[src/rtl/elpd_pkg.sv]
package elpd_pkg;

  typedef enum logic {
    PH_CENTER = 1'b0,
    PH_EDGE   = 1'b1
  } elpd_phase_t;

  typedef struct packed {
    logic takeCenter;
    logic takeEdge;
    logic armed;
  } elpd_strobe_t;

endpackage

[src/rtl/elpd_ctrl.sv]
module elpd_ctrl
  import elpd_pkg::*;
#(
  parameter int FILL_CENTERS = 2
) (
  input  logic         clk,
  input  logic         rst,
  output elpd_strobe_t strobe
);

  localparam int FILL_W = $clog2(FILL_CENTERS + 1);
  localparam logic [FILL_W-1:0] FILL_MAX = FILL_W'(FILL_CENTERS);

  elpd_phase_t       phase;
  logic [FILL_W-1:0] fillCount;

  always_ff @(posedge clk) begin
    if (rst) begin
      phase     <= PH_CENTER;
      fillCount <= '0;
    end else begin
      phase <= (phase == PH_CENTER) ? PH_EDGE : PH_CENTER;
      if (phase == PH_CENTER && fillCount != FILL_MAX)
        fillCount <= fillCount + 1'b1;
    end
  end

  always_comb begin
    strobe.takeCenter = (phase == PH_CENTER);
    strobe.takeEdge   = (phase == PH_EDGE);
    strobe.armed      = (fillCount == FILL_MAX);
  end

  // the phase alternates every clock once reset is released
  p_phase_alternates_r1: assert property (@(posedge clk) disable iff (rst)
    1'b1 |=> phase != $past(phase));

  // arming never drops without a reset
  p_armed_sticky_r8: assert property (@(posedge clk) disable iff (rst)
    strobe.armed |=> strobe.armed);

endmodule

[src/rtl/elpd_path.sv]
module elpd_path
  import elpd_pkg::*;
#(
  parameter bit SYMMETRIC = 1'b1
) (
  input  logic         clk,
  input  logic         rst,
  input  elpd_strobe_t strobe,
  input  logic         serialIn,
  output logic         upPulse,
  output logic         downPulse,
  output logic         retimedBit
);

  logic edgeRaw;
  logic earlyCtr;
  logic edgeAligned;
  logic lateCtr;
  logic upNext;
  logic downNext;

  always_ff @(posedge clk) begin
    if (rst) begin
      edgeRaw     <= 1'b0;
      earlyCtr    <= 1'b0;
      edgeAligned <= 1'b0;
      lateCtr     <= 1'b0;
    end else begin
      if (strobe.takeCenter) begin
        lateCtr     <= serialIn;
        earlyCtr    <= lateCtr;
        edgeAligned <= edgeRaw;
      end
      if (strobe.takeEdge)
        edgeRaw <= serialIn;
    end
  end

  generate
    if (SYMMETRIC) begin : g_sym
      logic xNode;
      logic yNode;
      assign xNode    = earlyCtr ^ edgeAligned;
      assign yNode    = edgeAligned ^ lateCtr;
      assign upNext   = xNode & ~yNode;
      assign downNext = ~xNode & yNode;
    end else begin : g_direct
      logic xNode;
      logic yNode;
      assign xNode    = earlyCtr ^ lateCtr;
      assign yNode    = earlyCtr ^ edgeAligned;
      assign upNext   = xNode & yNode;
      assign downNext = xNode & ~yNode;
    end
  endgenerate

  always_ff @(posedge clk) begin
    if (rst) begin
      upPulse    <= 1'b0;
      downPulse  <= 1'b0;
      retimedBit <= 1'b0;
    end else if (strobe.takeEdge) begin
      if (strobe.armed) begin
        upPulse    <= upNext;
        downPulse  <= downNext;
        retimedBit <= earlyCtr;
      end else begin
        upPulse    <= 1'b0;
        downPulse  <= 1'b0;
        retimedBit <= 1'b0;
      end
    end
  end

  p_exclusive_r5: assert property (@(posedge clk) disable iff (rst)
    !(upPulse && downPulse));

  p_hold_r2: assert property (@(posedge clk) disable iff (rst)
    strobe.takeEdge && strobe.armed && earlyCtr == edgeAligned && edgeAligned == lateCtr
    |=> !upPulse && !downPulse);

  p_down_r3: assert property (@(posedge clk) disable iff (rst)
    strobe.takeEdge && strobe.armed && earlyCtr != lateCtr && edgeAligned == earlyCtr
    |=> downPulse && !upPulse);

  p_up_r4: assert property (@(posedge clk) disable iff (rst)
    strobe.takeEdge && strobe.armed && earlyCtr != lateCtr && edgeAligned != earlyCtr
    |=> upPulse && !downPulse);

  p_stable_r6: assert property (@(posedge clk) disable iff (rst)
    strobe.takeCenter |=> $stable(upPulse) && $stable(downPulse) && $stable(retimedBit));

  p_retimed_r7: assert property (@(posedge clk) disable iff (rst)
    strobe.takeEdge && strobe.armed |=> retimedBit == $past(earlyCtr));

endmodule

[src/rtl/elpd_top.sv]
module elpd_top
  import elpd_pkg::*;
#(
  parameter bit SYMMETRIC    = 1'b1,
  parameter int FILL_CENTERS = 2
) (
  input  logic clk,
  input  logic rst,
  input  logic serialIn,
  output logic upPulse,
  output logic downPulse,
  output logic retimedBit
);

  elpd_strobe_t strobe;

  elpd_ctrl #(
    .FILL_CENTERS(FILL_CENTERS)
  ) u_ctrl (
    .clk   (clk),
    .rst   (rst),
    .strobe(strobe)
  );

  elpd_path #(
    .SYMMETRIC(SYMMETRIC)
  ) u_path (
    .clk       (clk),
    .rst       (rst),
    .strobe    (strobe),
    .serialIn  (serialIn),
    .upPulse   (upPulse),
    .downPulse (downPulse),
    .retimedBit(retimedBit)
  );

endmodule

[config.mk]
export PLATFORM = sky130hd
export DESIGN_NAME = elpd_top
export DESIGN_NICKNAME = d
export VERILOG_FILES = /design/src/rtl/elpd_pkg.sv /design/src/rtl/elpd_ctrl.sv /design/src/rtl/elpd_path.sv /design/src/rtl/elpd_top.sv
export SDC_FILE = /design/constraint.sdc
export NUM_CORES = 1
export LEC_CHECK = 0
export BUFFER_PORTS_ARGS = -buffer_cell sky130_fd_sc_hd__buf_2
export CAP_MARGIN = 20
export CORE_AREA = 2 2 39 41
export CTS_CLUSTER_DIAMETER = 200
export DETAILED_ROUTE_END_ITERATION = 10
export DIE_AREA = 0 0 41 43
export GPL_TIMING_DRIVEN = 0
export PLACE_DENSITY = 0.46
export SLEW_MARGIN = 25
export SYNTH_ARGS = -nofsm -noshare
export SYNTH_HDL_FRONTEND = slang
export SYNTH_SLANG_ARGS = --single-unit
[constraint.sdc]
create_clock -name clk -period 1.45 [get_ports clk]
set_clock_uncertainty 0.2 [all_clocks]
set_input_delay 0.0725 -clock clk [delete_from_list [all_inputs] [get_ports clk]]
set_output_delay 0.0725 -clock clk [all_outputs]
set_load 0.01 [all_outputs]
# Word-level counts from Yosys, hierarchy flattened
# Cells that the tools add are included.
# op_classes
addsub	1
n_eq_ne	2
muxes	4
bitwise_logic	7
n_reduce_logical	1
# op_table
operator	count
$mux W1	4
$not A1 Y1	3
$add A2 B1 Y2 const B	1
$and A1 B1 Y1	2
$eq A2 B2 Y1 const B	1
$ne A2 B2 Y1 const B	1
$xor A1 B1 Y1	2
$logic_and A1 B1 Y1	1
# word_totals
regBits	10
out_inout_bits	3

# Longest topological paths before layout
# depth
depth_word	4
depth_mapped	5

# Hierarchy
# A second synthesis with hierarchy kept.
# unflattened
cells_unflattened	42
hier_area_um2	405.4
# by_module_without_submodules
mod	n_inst	cells_each	area_per_inst_um2	seq_area_each_um2
elpd_path	1	28	281.5	140.1
elpd_ctrl	1	14	123.9	60.1

# Worst setup path before layout
# OpenSTA, ideal clock, no wires.
# synth_timing
path_type	register -> register
start	register u_ctrl.fillCount[0]
end	register u_ctrl.fillCount[1]
setup_time_ns	0.086
t_arrival_ns	0.901
path_slack_ns	0.263
path_stages_with_launch	6
path_buffers	0
period_less_slack_ns	1.187
path_cell_list	dfxtp_1 > inv_1 > ha_1 > nor2_4 > nor2_1 > a211oi_1
# synth_between
elab_chain_len	2
word_cells_on_any_way	3
cone_classes	1 x add/sub; 1 x eq/ne; 1 x reduce/logical
# synth_lines
item	line_no	source
start, declared	elpd_ctrl.sv:15	logic [FILL_W-1:0] fillCount;
start signal, assigned	elpd_ctrl.sv:24	fillCount <= fillCount + 1'b1;
parallel branches: the longest is 2 deep, another holds $add A2 B1 Y2	--	
# Several ways; the timed one is not identified.
# A chain may end at the register's enable or synchronous reset.

# Final worst setup path
# Ends and elaborated chain as after synthesis.

==> impl_metrics.tcl <==
set metrics [dict create \
    layout.cells.most_common_list "dfxtp_1, buf_2, nor2_1" \
    cts_made_buffers 3 \
    num-fill-cells 151 \
    routed_wl_um 636 \
    area_delta_synth_final_pct 24.4 \
    run_status "finished, final reports clean" \
    h-tree-depth 1 \
    startpoint_type "flop" \
    comb_power_share_pct 14.6 \
    path_buf_inv 1 \
    timing.final.crit_share_pct 88.9 \
    crit_path_cell_trace "inv_1, ha_1, nor2_4, nor2_1, a211oi_1" \
    setup_tns_ns 0 \
    ir_worst_vdd_v 0.000447 \
    p_leak_nw 0.206 \
    dp_hpwl_um 478 \
    cts_root_buf "clkbuf_4" \
    setup_slack_ns 0.160 \
    synthTopCellsByArea "dfxtp_1, mux2i_1, a22o_1, nor2_1, or2b_1" \
    yosys.area_share.simple_pct 17.5 \
    seq_power_share_pct 47.1 \
    synth_cell_types 16 \
    rsz0062_at_grt "false" \
    synth_compound_area_share_pct 11.1 \
    ys_warn_count 0 \
    grt_pass1_vias 273 \
    cpMaxStageDelayCell "dfxtp_1" \
    final_area_um2 490 \
    cp_top_family "flip-flops" \
    holdWs_ns 0.278 \
    clk_path_buf_depth 2 \
    ys_ff_latch 10 \
    powerDensity_nw_per_um2 1350 \
    drt-initial-drc-count 1 \
    initial_core_util_pct 28.5 \
    synth_seq_area_share_pct 50.8 \
    fmax_ghz 0.775 \
    cp.arrival_ns 1.27 \
    synth_fa_ha_area_share_pct 3.17 \
    clock_sinks 10 \
    synth_fp_nets 42 \
    cap_violations 0 \
    dp_cells 58 \
    power_uw 664 \
    post-cts-setup-buffers 0 \
    num-nets-final 53 \
    crit_required_ns 1.43 \
    ios 6 \
    finalSetupViolations 0 \
    worstSkewPairLatency_ns 0.27 \
    p_int_uw 500 \
    synth_top_area_cell "dfxtp_1" \
    synth.avg_cell_area_um2 10.4 \
    core_region_area_um2 1380 \
    final_cells 64 \
    first_pass_iters 2 \
    slowest_delay_ns 0.35 \
    drc 0 \
    routabilityCongestion 0.619 \
    wire_per_inst_um 9.94 \
    relSlewSlack_pct 86.9 \
    std_cell_rows 14 \
    final_util_pct 35.4 \
    final_common_cell "dfxtp_1" \
    synth_top_area_share_pct 50.8 \
    p_sw_uw 164 \
    r2r_slack_ns 0.16 \
    die_h_um 43 \
    cts_tree "yes" \
    dieArea_um2 1760 \
    vias 293 \
    hold_viol_final 0 \
    clkSlewWorstSetupHoldPaths_ns 0.07 \
    p_clk_share_pct 38.3 \
    report.final.slew_viol_count 0 \
    place_ws_ns 0.171 \
    place_area_um2 434 \
    crit_type "flop to flop" \
    grt_max_degree 9 \
    p_sw_share_pct 24.7 \
    synth_xor_area_share_pct 2.22 \
    synth_top_family_by_area "simple AND/OR/NAND/NOR gates" \
    die_w_um 41 \
    final_antenna_net_count 0 \
    synthMuxAreaShare_pct 10.2 \
    via_per_inst 4.58 \
    portBuffers 4 \
    hold_path_class "flop to flop" \
    end_kind "flop" \
    path_max_fanout 3 \
    postSynthCellCount 38 \
    antenna_found_initial 0 \
    layout-drive-gt1-share_pct 25.0 \
    cts_resized 0 \
    grt_pass1_wl_um 1080 \
    grt_usage_pct 9.86 \
    min_period_ns 1.29 \
    synth_area_um2 394 \
    n_antenna_cell 0 \
    grt.overflow.total 0 \
    worst_pin_slew_ns 0.196 \
]
==> final timing paths <==
| check | startpoint | to | cells after the start |
|---|---|---|---|
| worst max register to register | u_ctrl.fillCount[0] | u_ctrl.fillCount[1] | 5 |
| worst max-delay path | u_ctrl.fillCount[0] | u_ctrl.fillCount[1] | 5 |
| worst min register to register | u_path.downPulse | u_path.downPulse | 1 |
| worst min-delay path | u_path.downPulse | u_path.downPulse | 1 |
==> state kept, by name (all words and copies together) (netlist names) <==
signal and flops:
u_path.lateCtr 1, u_ctrl.fillCount 2, u_path.downPulse 1, u_path.retimedBit 1, u_ctrl.phase 1, u_path.upPulse 1
u_path.edgeAligned 1, u_path.earlyCtr 1, u_path.edgeRaw 1
==> timing repair <==
item                       CTS  global route
setup endpoints to repair    0             0
hold buffers                 2             0
hold endpoints to repair     7             0
==> power by group through the flow <==
| stage | clock network [mW] | logic (mW) | registers, mW |
|---|---|---|---|
| floorplan | 0 | 0.0782 | 0.317 |
| global placement | 0 | 0.0871 | 0.318 |
| detailed placement | 0 | 0.0939 | 0.319 |
| CTS | 0.264 | 0.0984 | 0.313 |
| global route | 0.272 | 0.110 | 0.315 |
| finish | 0.255 | 0.0967 | 0.313 |
==> routing by layer <==
metal | routed length (um) | share of wire, % | track usage (%) | vias to the layer above
li1 | - | - | - | 146
met1 | 292 | 46 | 10.4 | 135
met2 | 269 | 42 | 13.1 | 9
met3 | 44 | 6.9 | 4.71 | 3
met4 | 29 | 4.6 | 10.0 | 0
met5 | 0 | 0 | 0 | -
==> area by class of cell <==
class | instances | area [um^2] | share of cell area (%)
Buffer | 2 | 16.3 | 3.32
Clock buffer | 4 | 36.3 | 7.40
Timing Repair Buffer | 6 | 40.0 | 8.16
Sequential cell | 10 | 200 | 40.8
Multi-Input combinational cell | 25 | 174 | 35.5
Inverter | 1 | 3.75 | 0.765
Tap cell | 16 | 20.0 | 4.08
==> kinds of logic after synthesis <==
family | count (synthesis)
and+or+nand+nor | 13
DFF | 10
AOI/OAI and AO/OA | 6
muxes | 4
buffers and inverters | 3
xor gates and xnor gates | 1
adders and majority gates | 1
==> synth_stat cells, drive strengths merged <==
library cell	number
a211oi	1
a21oi	2
a22o	3
buf	2
dfxtp	10
ha	1
inv	1
mux2i	4
nand2	3
nand2b	1
nor2	7
or2b	2
xnor2	1
Power figures use the tool's default switching activity.
